File: config.mk
export PLATFORM = sky130hd
export DESIGN_NAME = prescaled_timer
export DESIGN_NICKNAME = d
export VERILOG_FILES = /design/src/rtl/ptmr_pkg.sv /design/src/rtl/ptmr_datapath.sv /design/src/rtl/ptmr_ctrl.sv /design/src/rtl/prescaled_timer.sv
export SDC_FILE = /design/constraint.sdc
export NUM_CORES = 1
export LEC_CHECK = 0
export ABC_AREA = 0
export BUFFER_PORTS_ARGS = -buffer_cell sky130_fd_sc_hd__buf_2
export CAP_MARGIN = 20
export CORE_ASPECT_RATIO = 1.2
export CORE_MARGIN = 3
export CORE_UTILIZATION = 56
export CTS_CLUSTER_SIZE = 40
export DETAILED_ROUTE_END_ITERATION = 12
export GPL_TIMING_DRIVEN = 0
export HOLD_SLACK_MARGIN = 0.02
export PLACE_DENSITY = 0.8
export SYNTH_ARGS = -nofsm -noshare
export SYNTH_HDL_FRONTEND = slang
export SYNTH_SLANG_ARGS = --single-unit
File: constraint.sdc
create_clock -name clk -period 2.8 [get_ports clk]
set_clock_uncertainty 0.2 [all_clocks]
set_input_delay 0.28 -clock clk [delete_from_list [all_inputs] [get_ports clk]]
set_output_delay 0.28 -clock clk [all_outputs]
set_load 0.01 [all_outputs]
File: src/rtl/ptmr_pkg.sv
package ptmr_pkg;
  localparam int OFS_LOAD  = 'h0;
  localparam int OFS_COUNT = 'h4;
  localparam int OFS_CTRL  = 'h8;
  localparam int OFS_STAT  = 'hC;

  localparam int EN_BIT  = 0;
  localparam int PER_BIT = 1;
  localparam int IE_BIT  = 2;
  localparam int PRE_LSB = 8;

  typedef struct packed {
    logic ldLoad;     // capture write data into load register
    logic ldCount;    // overwrite counter
    logic fromLoad;   // counter source: load register instead of bus
    logic freeze;     // write cycle: suppress the tick
    logic preRestart; // prescaler field changed
  } strobe_t;
endpackage

File: src/rtl/ptmr_datapath.sv
module ptmr_datapath
  import ptmr_pkg::*;
#(
  parameter int DATA_W = 32,
  parameter int PRE_W  = 8
) (
  input  logic              clk,
  input  logic              rstN,
  input  strobe_t           st,
  input  logic [DATA_W-1:0] busWdata,
  input  logic              running,
  input  logic              periodic,
  input  logic [PRE_W-1:0]  prescale,
  output logic [DATA_W-1:0] countVal,
  output logic [DATA_W-1:0] loadVal,
  output logic              countZero,
  output logic              loadZero,
  output logic              tick,
  output logic              expire
);
  logic [PRE_W-1:0] preCnt;
  logic [PRE_W-1:0] newPre;

  assign newPre    = busWdata[PRE_LSB +: PRE_W];
  assign countZero = (countVal == '0);
  assign loadZero  = (loadVal == '0);
  assign tick      = running && (preCnt == '0) && !st.freeze;
  assign expire    = tick && (countVal[DATA_W-1:1] == '0);

  always_ff @(posedge clk or negedge rstN) begin
    if (!rstN) begin
      preCnt <= '0;
    end else if (st.preRestart) begin
      preCnt <= newPre;
    end else if (!running || preCnt == '0) begin
      preCnt <= prescale;
    end else begin
      preCnt <= preCnt - 1'b1;
    end
  end

  always_ff @(posedge clk or negedge rstN) begin
    if (!rstN) begin
      loadVal <= '0;
    end else if (st.ldLoad) begin
      loadVal <= busWdata;
    end
  end

  always_ff @(posedge clk or negedge rstN) begin
    if (!rstN) begin
      countVal <= '0;
    end else if (st.ldCount) begin
      countVal <= st.fromLoad ? loadVal : busWdata;
    end else if (expire) begin
      countVal <= periodic ? loadVal : '0;
    end else if (tick) begin
      countVal <= countVal - 1'b1;
    end
  end
endmodule

File: src/rtl/ptmr_ctrl.sv
module ptmr_ctrl
  import ptmr_pkg::*;
#(
  parameter int DATA_W = 32,
  parameter int PRE_W  = 8,
  parameter int ADDR_W = 4
) (
  input  logic              clk,
  input  logic              rstN,
  input  logic              busValid,
  input  logic              busWrite,
  input  logic [ADDR_W-1:0] busAddr,
  input  logic [DATA_W-1:0] busWdata,
  input  logic              countZero,
  input  logic              loadZero,
  input  logic              expire,
  output strobe_t           st,
  output logic              enable,
  output logic              periodic,
  output logic              irqEn,
  output logic [PRE_W-1:0]  prescale,
  output logic              running,
  output logic              flag,
  output logic              irq
);
  logic wrEn, selLoad, selCount, selCtrl, selStat;
  logic newEn, newPer, presc0, wdZero, cntReplace, ctrlReload, modeChg;
  logic [PRE_W-1:0] newPre;

  assign wrEn     = busValid && busWrite;
  assign selLoad  = wrEn && (busAddr == ADDR_W'(OFS_LOAD));
  assign selCount = wrEn && (busAddr == ADDR_W'(OFS_COUNT));
  assign selCtrl  = wrEn && (busAddr == ADDR_W'(OFS_CTRL));
  assign selStat  = wrEn && (busAddr == ADDR_W'(OFS_STAT));

  assign newEn   = busWdata[EN_BIT];
  assign newPer  = busWdata[PER_BIT];
  assign newPre  = busWdata[PRE_LSB +: PRE_W];
  assign presc0  = (prescale == '0);
  assign wdZero  = (busWdata == '0);
  assign modeChg = ({newPer, newEn} != {periodic, enable});

  assign cntReplace = enable && periodic && presc0 && wdZero;
  assign ctrlReload = newEn && newPer && countZero;

  always_comb begin
    st.ldLoad     = selLoad;
    st.ldCount    = selLoad || selCount || (selCtrl && ctrlReload);
    st.fromLoad   = (selCount && cntReplace) || (selCtrl && ctrlReload);
    st.freeze     = wrEn;
    st.preRestart = selCtrl && (newPre != prescale);
  end

  assign irq = flag && irqEn;

  always_ff @(posedge clk or negedge rstN) begin
    if (!rstN) begin
      enable   <= 1'b0;
      periodic <= 1'b0;
      irqEn    <= 1'b0;
      prescale <= '0;
      running  <= 1'b0;
      flag     <= 1'b0;
    end else if (selLoad) begin
      if (enable && presc0 && wdZero) running <= 1'b0;
      else if (enable) running <= 1'b1;
    end else if (selCount) begin
      if (enable && presc0 && wdZero && (!periodic || loadZero))
        running <= 1'b0;
      else if (enable && (!presc0 || (cntReplace ? !loadZero : !wdZero)))
        running <= 1'b1;
    end else if (selCtrl) begin
      enable   <= newEn;
      periodic <= newPer;
      irqEn    <= busWdata[IE_BIT];
      prescale <= newPre;
      if (newEn && ((newPre != '0) || (ctrlReload ? !loadZero : !countZero)))
        running <= 1'b1;
      else if (modeChg)
        running <= 1'b0;
    end else if (selStat) begin
      flag <= flag && !busWdata[0];
    end else if (expire) begin
      flag <= 1'b1;
      if (!periodic || (loadZero && presc0)) running <= 1'b0;
    end
  end
endmodule

File: src/rtl/prescaled_timer.sv
module prescaled_timer
  import ptmr_pkg::*;
#(
  parameter int DATA_W = 32,
  parameter int PRE_W  = 8,
  parameter int ADDR_W = 4
) (
  input  logic              clk,
  input  logic              rstN,
  input  logic              busValid,
  input  logic              busWrite,
  input  logic [ADDR_W-1:0] busAddr,
  input  logic [DATA_W-1:0] busWdata,
  output logic [DATA_W-1:0] busRdata,
  output logic              irq
);
  strobe_t           st;
  logic              enable, periodic, irqEn, running, flag;
  logic [PRE_W-1:0]  prescale;
  logic [DATA_W-1:0] countVal, loadVal, ctrlWord;
  logic              countZero, loadZero, tick, expire;

  ptmr_ctrl #(.DATA_W(DATA_W), .PRE_W(PRE_W), .ADDR_W(ADDR_W)) uCtrl (
    .clk(clk), .rstN(rstN), .busValid(busValid), .busWrite(busWrite),
    .busAddr(busAddr), .busWdata(busWdata), .countZero(countZero),
    .loadZero(loadZero), .expire(expire), .st(st), .enable(enable),
    .periodic(periodic), .irqEn(irqEn), .prescale(prescale),
    .running(running), .flag(flag), .irq(irq)
  );

  ptmr_datapath #(.DATA_W(DATA_W), .PRE_W(PRE_W)) uData (
    .clk(clk), .rstN(rstN), .st(st), .busWdata(busWdata),
    .running(running), .periodic(periodic), .prescale(prescale),
    .countVal(countVal), .loadVal(loadVal), .countZero(countZero),
    .loadZero(loadZero), .tick(tick), .expire(expire)
  );

  always_comb begin
    ctrlWord = '0;
    ctrlWord[EN_BIT]  = enable;
    ctrlWord[PER_BIT] = periodic;
    ctrlWord[IE_BIT]  = irqEn;
    ctrlWord[PRE_LSB +: PRE_W] = prescale;
  end

  always_comb begin
    if (busAddr == ADDR_W'(OFS_LOAD))       busRdata = loadVal;
    else if (busAddr == ADDR_W'(OFS_COUNT)) busRdata = countVal;
    else if (busAddr == ADDR_W'(OFS_CTRL))  busRdata = ctrlWord;
    else if (busAddr == ADDR_W'(OFS_STAT))  busRdata = DATA_W'(flag);
    else                                    busRdata = '0;
  end
endmodule

=== Word-level counts from Yosys, hierarchy flattened ===
Index checks and enable logic that the tools add are counted.

* Bitwise operators: 3
* Add/subtract/negate cells: 2
* Muxes and demuxes: 27
* Equal/unequal tests: 9
* Reductions and logical operators: 55

{| class="wikitable"
|+ Operators by type and width
! cell !! number
|-
| two-way mux 32 bit || 7
|-
| zero test 32 bit || 3
|-
| subtractor 32 x 1 -> 32 bit, second input constant || 1
|-
| zero test 31 bit || 1
|-
| logical AND 1 bit || 24
|-
| two-way mux 1 bit || 17
|-
| zero test 8 bit || 2
|-
| two-way mux 16 bit || 1
|-
| two-way mux 8 bit || 2
|-
| equality test 4 bit, second input constant || 2
|-
| zero test 1 bit || 8
|-
| logical OR 1 bit || 8
|-
| inequality test 8 bit || 1
|-
| nonzero test 4 bit || 2
|-
| nonzero test 8 bit || 1
|-
| subtractor 8 x 1 -> 8 bit, second input constant || 1
|-
| AND reduction 6 bit || 1
|-
| inequality test 5 x 3 -> 1 bit, second input constant || 1
|-
| equality test 4 x 3 -> 1 bit, second input constant || 1
|-
| zero test 4 bit || 1
|-
| inequality test 4 x 1 -> 1 bit, second input constant || 1
|-
| inequality test 4 x 3 -> 1 bit, second input constant || 1
|-
| AND reduction 4 bit || 1
|-
| inequality test 3 x 2 -> 1 bit, second input constant || 1
|-
| 5 further kinds || 7
|}

* Register bits: 85
* Input port bits: 40
* Output and inout port bits: 33

=== Longest topological paths before layout ===
Gate-level depths: netlist of the first run.

* Depth in word-level cells: 10
* Depth in mapped cells: 10

=== By module ===
From an unflattened synthesis of the first run, not the netlist that was laid out.

* Cell total of the unflattened synthesis: 690
* Area, all modules: 6049.6 µm²

{| class="wikitable"
|+ By module, submodules not included
! module !! times used !! cells an instance !! area each (µm²)
|-
| ptmr_datapath || 1 || 509 || 4660.7
|-
| ptmr_ctrl || 1 || 107 || 887.1
|-
| prescaled_timer || 1 || 74 || 501.7
|}

=== Worst setup path after synthesis of the first run ===
No wires, ideal clock.

* Kind: reg2reg
* From: register uData.countVal[6]
* To: register uData.countVal[15]
* Library setup time: 143 ps
* Path slack: 241 ps
* Arrival time: 2217 ps
* Stages on the path, launching flop included: 10
* Path buffers: 3
* Cells stage by stage: dfrtp_1 > clkbuf_1 > nor3_2 > nand4_2 > nor4_4 > or2_1 > buf_6 > buf_12 > mux2i_1 > o221ai_1

* Longest elaborated chain between the ends: 6
* Elaborated cells on any way between the ends: 13
* Classes of those cells: add/sub (1); mux (4); reduce/logical (8)

{| class="wikitable"
|+ RTL lines
! item !! RTL line !! source
|-
| start: declaration || ptmr_datapath.sv:14 || <nowiki>output logic [DATA_W-1:0] countVal,</nowiki>
|-
| start signal: assignment || ptmr_datapath.sv:54 || <nowiki>countVal <= st.fromLoad ? loadVal : busWdata;</nowiki>
|-
| start signal: assignment || ptmr_datapath.sv:56 || <nowiki>countVal <= periodic ? loadVal : '0;</nowiki>
|-
| start signal: assignment || ptmr_datapath.sv:58 || <nowiki>countVal <= countVal - 1'b1;</nowiki>
|-
| branches (longest 6 deep; another with subtractor 32 x 1 -> 32 bit) || - ||
|}

Several ways; the timed one is not identified. The select of a mux whose other input is x is not followed.
A chain may end at the register's enable or synchronous reset.

=== Worst setup path in the final report of the first run ===
* From: register uData.countVal[0]
* To: register uData.countVal[29]

Same word-level chain as after synthesis.

==> results.cfg, run 1 <==
[outcome]
status = finished, final reports clean

[power_and_ir_drop]
vdd_drop_max_mv = 0.402
p_total_mw = 4.62
p_leak_nw = 3.22
power_density_mw_per_mm2 = 628

[logic_synthesis]
async_reset_ff_frac = 1.00
yosysTopAreaCellShare = 0.355
synth_edf_count = 0
synth_fp_nets = 729
syn_avg_cell_area_sq_um = 8.75
yosysSeqAreaShare = 0.355
yosys-top-cells-area = dfrtp_1, mux2i_1, mux2_2
synth.cell_area_sq_mm = 0.00600
netlist_instances = 685
synthTopCellsByCount = nor2_1, dfrtp_1, nand2_1
synth.distinct_cells = 66
synth_area_leader_cell = dfrtp_1
synth.most_common_cell = nor2_1
ys_ff_latch = 85
yosysWarningCount = 0
dominantRegCellSynth = dfrtp_1

[grt]
grt_max_degree = 44
grt_pass1_wl_um = 34200
track_usage = 0.373
antenna_found_initial = 0
grt_use_met3 = 0.0551
grt_pass1_vias = 6166
gr-max-usage-layer = met2
gr-total-overflow = 0
grtUsageMet2 = 0.607
grtUsageMet1 = 0.474

[clock_tree]
htree_levels = 3
numCtsBuffers = 9
clock_path_buffers = 2
cts_root_buf = clkbuf_16
insertion_delay_ns = 0.36
cts_tree = done
clk_pin_slew_ns = 0.06
numClockSinks = 85

[setup_path]
end_kind = flop
rr_endpoint = uData.countVal[29]$_DFFE_PN0P_
r2r_start = uData.countVal[0]$_DFFE_PN0P_
crit_path_cell_trace = nor2_1 -> nand3_1 -> or2_2 -> nor4_1 -> xor2_1 -> a221o_1
arrival_ns = 2.84
cp_slowest_cell = dfrtp_1
cp-start-kind = flop
critPathRequiredTime_ns = 2.84
crit_path_max_fanout = 8
criticalPathCategory = flop to flop
rrSetupSlack_ns = 0.002
reg2reg_depth = 6
cp_slowest_stage_delay_ns = 0.48

[layout]
utilization = 0.721
area_growth_syn_to_layout_pct = 22.7
antenna_cells = 0
drive_above_1_share = 0.240
nets = 853
fin_area_sq_mm = 0.00736

[min_path]
holdPathStages = 3
hold_path_end = uCtrl.prescale[6]$_DFFE_PN0P_
min_from = busWdata[14]
hold_path.class = input pin to flop

[sta]
hold_viol_final = 0
layout_setup_ws_ns = 0.00208
slew_viol_final = 0
relSlewSlack = 0.418
setup_viol = 0
fmax_ghz = 0.357
setup_tns_ns = 0
period_needed_ns = 2.80
rsz0062_at_grt = yes
worst_slew_pin_slew_ns = 0.870
period_share = 0.999

[detailed_routing]
drtIter0Drc = 656
routedWlPerCell_um = 23.9
drt_pre_antenna_iters = 6
antenna_left = 0
drc = 0
via_count = 6327
viasPerCell = 6.73
drt-total-wl_um = 22500

[die]
core.rowCount = 40
initial_core_util = 0.587
core_area_sq_mm = 0.0102
dieHeight_um = 119
pin_count = 73
fp.dieW_um = 100
die_area_sq_mm = 0.0120

[placed_design]
hpwlAfterDp_um = 15500
io_buffers = 70
place_ws_ns = -0.500
placed_area_sq_mm = 0.00654
place_congestion = 0.977

[flow_run]
maxCapViolations = 0
where the power goes:
part	internal [mW]	total [mW]	switching, mW
Clock	0.690	1.21	0.525
Combinational	0.643	1.41	0.767
Sequential	1.50	1.99	0.493
Total	2.83	4.62	1.78
repair_timing:
| item | 4_1_cts | 5_1_grt |
|---|---|---|
| endpoints found under the hold margin | 63 | 0 |
| pin swaps | 8 | 10 |
| cloned | 0 | 1 |
| gates resized for setup | 14 | 19 |
| hold buffers | 20 | 0 |
| setup endpoints to repair | 34 | 30 |
| setup buffers | 9 | 14 |
layout by cell type, fill, tap and decap left out, drive strengths merged, types with 3 or more instances in the layout:
cell type and n:
a21bo 3, a21oi 33, a22oi 3, a31oi 9, and2 3, and3 12, buf 111, clkbuf 37
clkinv 3, dfrtp 85, dlygate4sd3 20, ha 4, inv 6, mux2 34, mux2i 60, nand2 73
nand2b 4, nand3 9, nand4 12, nor2 88, nor2b 5, nor3 23, nor3b 4, nor4 35
o211ai 13, o21ai 43, o221ai 8, o31ai 4, or2 7, or3 5, or4 6, xnor2 3
xor2 14
critical path: cells and delay by family, from the launching register on:
kind	cells	cell delay, ns
AOI/OAI and AO/OA	1	0.31
and+or+nand+nor	4	1.57
DFF	1	0.48
xor gates and xnor gates	1	0.13
kinds of logic (layout without fill, tap and decap cells):
kind of cell	Yosys count	after routing	synth area share
flip-flops	85	85	0.355
multiplexers	95	95	0.168
AND/OR/NAND/NOR	295	295	0.256
buffers and inverters	51	180	0.0409
XOR/XNOR	17	17	0.0248
AO/OA/AOI/OAI	138	138	0.147
adder cells (fa/ha/maj)	4	4	0.00835
per-layer routing:
| metal | part of all wire | up-vias |
|---|---|---|
| li1 | - | 2772 |
| met1 | 0.38 | 3015 |
| met2 | 0.48 | 430 |
| met3 | 0.091 | 110 |
| met4 | 0.054 | 0 |
| met5 | 0 | - |
state kept, by name, summed over array words and instances (netlist names):
register,count
uCtrl.irqEn,1
uCtrl.enable,1
uCtrl.flag,1
uData.countVal,32
uData.preCnt,8
uCtrl.running,1
uCtrl.prescale,8
uData.loadVal,32
uCtrl.periodic,1
per-stage QoR:
stage	hold slack (ns)	std cells
after floorplan	-0.216	685
after global placement	0.312	881
after detailed placement	0.116	883
after CTS	0.0215	927
after global routing	0.0244	940
final	0.0206	940
worst max path at each step:
stage,startpoint,depth (start not counted),end
global route,uData.countVal[3]$_DFFE_PN0P_,6,uData.countVal[29]$_DFFE_PN0P_
global placement,uData.preCnt[0]$_DFF_PN0_,9,uData.countVal[11]$_DFFE_PN0P_
floorplan,uData.countVal[6]$_DFFE_PN0P_,9,uData.countVal[15]$_DFFE_PN0P_
finish,uData.countVal[0]$_DFFE_PN0P_,6,uData.countVal[29]$_DFFE_PN0P_
CTS,busWdata[5],11,uData.countVal[15]$_DFFE_PN0P_
detailed placement,uData.countVal[10]$_DFFE_PN0P_,8,uData.countVal[10]$_DFFE_PN0P_
area by class of cell:
class | instances | area, sq um
Multi-Input combinational cell | 549 | 3740
Fill cell | 807 | 2850
Sequential cell | 85 | 2130
Timing Repair Buffer | 116 | 791
Clock buffer | 10 | 229
Buffer | 42 | 223
Tap cell | 126 | 158
Clock inverter | 6 | 63.8
Inverter | 6 | 22.5
No activity file was read; power rests on OpenSTA's default activity.
==> run 2: changes to the inputs <==
Settings changed: RECOVER_POWER set to 50.
==> run 2 against run 1 <==
- the run now ends with setup timing left
- cell count unchanged
- hold slack got worse by 0.0024 ns
- die area did not move
- fmax down 0.44%
- sequential power about the same
- clock-buffer cell count unchanged
- sequential cell count stayed put
- routed wire length barely moved
- non-clock buffer count unchanged
- clock power hardly changed
- global-route usage unchanged
- register-to-register slack barely moved
- critical path type unchanged
- critical endpoint unchanged
- largest cell class unchanged
- highest routed layer unchanged
==> results.cfg, run 2 (synthesized netlist as in run 1, its figures left out) <==
[detailed_routing]
antenna_left = 0
drc = 0
via_count = 6314
drtIter0Drc = 634
routedWlPerCell_um = 23.9
viasPerCell = 6.72
drt_pre_antenna_iters = 6
drt-total-wl_um = 22500

[setup_path]
rr_endpoint = uData.countVal[29]$_DFFE_PN0P_
critPathLaunch = uData.countVal[0]$_DFFE_PN0P_
crit_path_max_fanout = 8
rrSetupSlack_ns = -0.01
r2r_start = uData.countVal[0]$_DFFE_PN0P_
end_kind = flop
criticalPathCategory = flop to flop
cp-start-kind = flop
crit_end = uData.countVal[29]$_DFFE_PN0P_
reg2reg_depth = 6
arrival_ns = 2.85
critPathRequiredTime_ns = 2.84

[power_and_ir_drop]
p_leak_nw = 3.22
power_density_mw_per_mm2 = 628
vdd_drop_max_mv = 0.402
p_total_mw = 4.62

[clock_tree]
numCtsBuffers = 9
numClockSinks = 85
cts_root_buf = clkbuf_16
insertion_delay_ns = 0.36
clock_path_buffers = 2
htree_levels = 3
cts_tree = done
clk_pin_slew_ns = 0.07

[sta]
period_share = 1.00
rsz0062_at_grt = yes
setup_viol = 1
hold_ws_ns = 0.0183
layout_setup_ws_ns = -0.0102
period_needed_ns = 2.81
hold_viol_final = 0
fmax_ghz = 0.356
relSlewSlack = 0.227
slew_viol_final = 0
worst_slew_pin_slew_ns = 1.16

[die]
dieHeight_um = 119
pin_count = 73
fp.dieW_um = 100
core_area_sq_mm = 0.0102
core.rowCount = 40
initial_core_util = 0.587
die_area_sq_mm = 0.0120

[layout]
reg_top3 = uData.countVal x32, uData.loadVal x32
final_cell_mix = nor2_1, dfrtp_1, buf_2, nand2_1, mux2i_1
area_growth_syn_to_layout_pct = 22.6
fin_cells = 940
layout_commonest_cell = nor2_1
nets = 853
drive_above_1_share = 0.237
antenna_cells = 0

[grt]
grtUsageMet1 = 0.474
track_usage = 0.373
antenna_found_initial = 0
grt_pass1_vias = 6166
grt_pass1_wl_um = 34200
gr-max-usage-layer = met2
gr-total-overflow = 0
grt_use_met3 = 0.0551
grt_max_degree = 44
grtUsageMet2 = 0.607

[placed_design]
io_buffers = 70
place_inst = 883
place_congestion = 0.977
hpwlAfterDp_um = 15500

[flow_run]
maxCapViolations = 0

[min_path]
hold_path.class = input pin to flop

[outcome]
violations = setup timing
status = finished with violations
==> run 2: cell count changes in the layout (fill, tap and decap cells not counted), sizes merged <==
cell    change
buf         -3
clkbuf      +3
==> run 2: cell type report <==
cell class                 instances  area (sq um)
buffer                            42           223
clock buffer                      10           229
clock inverter                     6          63.8
fill                             807          2860
inverter                           6          22.5
multi-input combinational        549          3740
sequential                        85          2130
tap                              126           158
timing repair buffer             116           786
==> run 2: power by group <==
part	internal (mW)	switching (mW)	total, mW
sequential	1.50	0.489	1.99
clock	0.690	0.529	1.22
combinational	0.643	0.767	1.41
total	2.83	1.79	4.62
==> run 2: per-layer routing <==
layer | vias up | share of wire
li1 | 2771 | -
met1 | 2995 | 0.38
met2 | 437 | 0.48
met3 | 111 | 0.087
met4 | 0 | 0.058
met5 | - | 0
==> run 2: what timing repair did <==
action / in CTS / in global routing
hold endpoints to repair: 63 / 0
resized for setup: 14 / 19
setup buffers: 9 / 14
hold buffers: 20 / 0
pin swaps: 8 / 10
gates cloned: 0 / 1
setup endpoints to repair: 34 / 30
==> run 2: critical path, stage by stage, from the launching register on <==
cell and delay [ns]:
dfrtp_1 0.48, nor2_1 0.43, nand3_1 0.36, or2_2 0.44, nor4_1 0.35, xor2_1 0.13, a221o_1 0.31
==> run 2: stage by stage <==
| stage | TNS [ns] | worst slack (ns) | cell area (sq um) | util |
|---|---|---|---|---|
| 2_1_floorplan | 0 | 0.241 | 6000 | - |
| 3_3_place_gp | -16.06 | -0.663 | 6500 | 0.637 |
| 3_5_place_dp | -14.45 | -0.500 | 6540 | 0.640 |
| 4_1_cts | 0 | 0.000691 | 7180 | 0.703 |
| 5_1_grt | -0.109 | -0.0805 | 7350 | 0.720 |
| 6_report | -0.0102 | -0.0102 | 7350 | 0.720 |
==> run 2: worst min-delay path by stage <==
stage                                 start                            end  depth (start not counted)
global placement    uCtrl.irqEn$_DFFE_PN0P_        uCtrl.irqEn$_DFFE_PN0P_                          2
finish                         busWdata[21]  uData.loadVal[21]$_DFFE_PN0P_                          2
detailed placement                     rstN  uData.loadVal[18]$_DFFE_PN0P_                          1
global route                   busWdata[21]  uData.loadVal[21]$_DFFE_PN0P_                          2
floorplan                              rstN       uCtrl.enable$_DFFE_PN0P_                          0
CTS                             busWdata[7]   uData.loadVal[7]$_DFFE_PN0P_                          2
==> run 3: changes to the inputs <==
Settings changed: BUFFER_PORTS_ARGS -buffer_cell sky130_fd_sc_hd__buf_2 to unset, DONT_BUFFER_PORTS set to 1, HOLD_SLACK_MARGIN 0.02 to unset, PLACE_DENSITY 0.8 to 0.74.
==> run 3 against run 2 <==
- the run still ends with setup timing left
- global-route usage grew 0.33 points
- cell area down 2.7%
- utilization fell by 1.9 points
- highest routed layer unchanged
- critical endpoint is now uData.countVal[18]$_DFFE_PN0P_
- die area unchanged
- sequential cell count unchanged
- sequential share of layout area rose by 0.82 points
- fmax is essentially flat
- cell count shrank 6.0%
- register-to-register slack improved by 0.06 ns
- largest cell class unchanged
- hold slack worse by 0.016 ns
- worst setup slack hardly changed
==> results.cfg, run 3 (synthesized netlist as in run 1, its figures left out) <==
[sta]
slew_viol_final = 0
relSlewSlack = 0.186
period_needed_ns = 2.81
rsz0062_at_grt = yes
fmax_ghz = 0.356
period_share = 1.00
hold_ws_ns = 0.00211
hold_viol_final = 0
setup_viol = 2
layout_setup_ws_ns = -0.0101
worst_slew_pin_slew_ns = 1.22

[clock_tree]
cts_tree = done
insertion_delay_ns = 0.35
numClockSinks = 85
clk_pin_slew_ns = 0.06
cts_root_buf = clkbuf_16
htree_levels = 3
numCtsBuffers = 9
clock_path_buffers = 2

[die]
die_area_sq_mm = 0.0120
pin_count = 73
core.rowCount = 40
initial_core_util = 0.587
core_area_sq_mm = 0.0102
dieHeight_um = 119
fp.dieW_um = 100

[placed_design]
placed_area_sq_mm = 0.00616
place_ws_ns = -0.531
io_buffers = 0
place_congestion = 0.978
hpwlAfterDp_um = 15200

[grt]
grt_pass1_vias = 6122
gr-total-overflow = 0
grt_max_degree = 86
grt_pass1_wl_um = 34500
antenna_found_initial = 0
track_usage = 0.376

[setup_path]
crit_path_max_fanout = 10
crit_family = simple AND/OR/NAND/NOR gates
path_depth = 9
cp-start-kind = input pin
critPathRequiredTime_ns = 2.79
cp_slowest_cell = nor2_1
cp_slowest_stage_delay_ns = 0.82
crit_buf_inv = 4
criticalPathCategory = input pin to flop
arrival_ns = 2.80
reg2reg_depth = 9
end_kind = flop
crit_path_cell_trace = buf_6 -> or3_1 -> clkbuf_1 -> nor2_1 -> nor3_1 -> buf_4 -> buf_2 -> o21ai_0 -> o221ai_1

[detailed_routing]
drt-total-wl_um = 22400
viasPerCell = 6.88
drc = 0
routedWlPerCell_um = 25.3
via_count = 6086
drt_pre_antenna_iters = 5
antenna_left = 0
drtIter0Drc = 668

[min_path]
holdPathStages = 2
hold_path.class = input pin to flop

[layout]
fill_cells = 821
reg_top3 = uData.countVal x32, uData.loadVal x32
layout_commonest_cell = nor2_1
drive_above_1_share = 0.177
fin_area_sq_mm = 0.00716
utilization = 0.701
antenna_cells = 0
nets = 797
area_growth_syn_to_layout_pct = 19.3
final_cell_mix = nor2_1, dfrtp_1, nand2_1, mux2i_1, o21ai_0

[outcome]
violations = setup timing
status = finished with violations

[power_and_ir_drop]
p_leak_nw = 2.95
vdd_drop_max_mv = 0.415
power_density_mw_per_mm2 = 636
p_total_mw = 4.55

[flow_run]
maxCapViolations = 0
-- run 3: cell types whose count changed in the layout (fill, tap and decap cells not counted), sizes merged --
cell	delta
dlygate4sd3	+12
clkbuf	+1
bufinv	-1
buf	-66
clkinv	-2
-- run 3: power breakdown --
part / internal [mW] / switching (mW)
Combinational: 0.624 / 0.771
Sequential: 1.50 / 0.489
Clock: 0.650 / 0.516
-- run 3: area by class of cell --
cell class	instances	area, sq um	share of cell area
flip-flops and latches	85	2130	0.298
inverters	6	22.5	0.00315
repair buffers	60	548	0.0766
clock inverters	3	20.0	0.00280
plain buffers	42	241	0.0337
clock buffers	13	260	0.0364
multi-input cells	549	3780	0.528
well taps	126	158	0.0220
-- run 3: timing repair --
item	CTS	global route
pin swaps	7	8
gates resized for setup	16	37
hold buffers	33	0
setup buffers	9	16
endpoints found under the setup margin	34	32
endpoints found under the hold margin	162	0
gates cloned	0	1
-- run 3: worst reg2reg max path, delay by kind of cell (launching register included) --
kind | cells | cell delay (ns)
compound gates | 2 | 0.33
buf+inv | 3 | 0.65
flops | 1 | 0.44
simple gates | 4 | 0.95
-- run 3: worst paths after layout --
check | start | to | slack [ns]
max | busAddr[3] | uData.countVal[18]$_DFFE_PN0P_ | -0.01
min | busWdata[18] | uData.countVal[18]$_DFFE_PN0P_ | 0.002
max reg2reg | uData.countVal[17]$_DFFE_PN0P_ | uData.countVal[18]$_DFFE_PN0P_ | 0.05
min reg2reg | uCtrl.flag$_DFFE_PN0P_ | uCtrl.flag$_DFFE_PN0P_ | 0.34
max in group asynchronous | rstN | uData.countVal[2]$_DFFE_PN0P_ | 0.99
min in group asynchronous | rstN | uData.loadVal[23]$_DFFE_PN0P_ | 0.57
-- run 3: stage by stage --
stage | setup TNS (ns) | std cells
floorplan | 0 | 685
global placement | -15.49 | 811
detailed placement | -14.17 | 812
CTS | 0 | 870
global route | -2.56 | 884
finish | -0.0143 | 884
-- run 3: metal layers --
metal	global-route usage	up-vias	part of all wire
met4	0.254	0	0.065
met3	0.0592	104	0.083
li1	-	2671	-
met2	0.595	379	0.48
met5	0	-	0
met1	0.467	2932	0.37
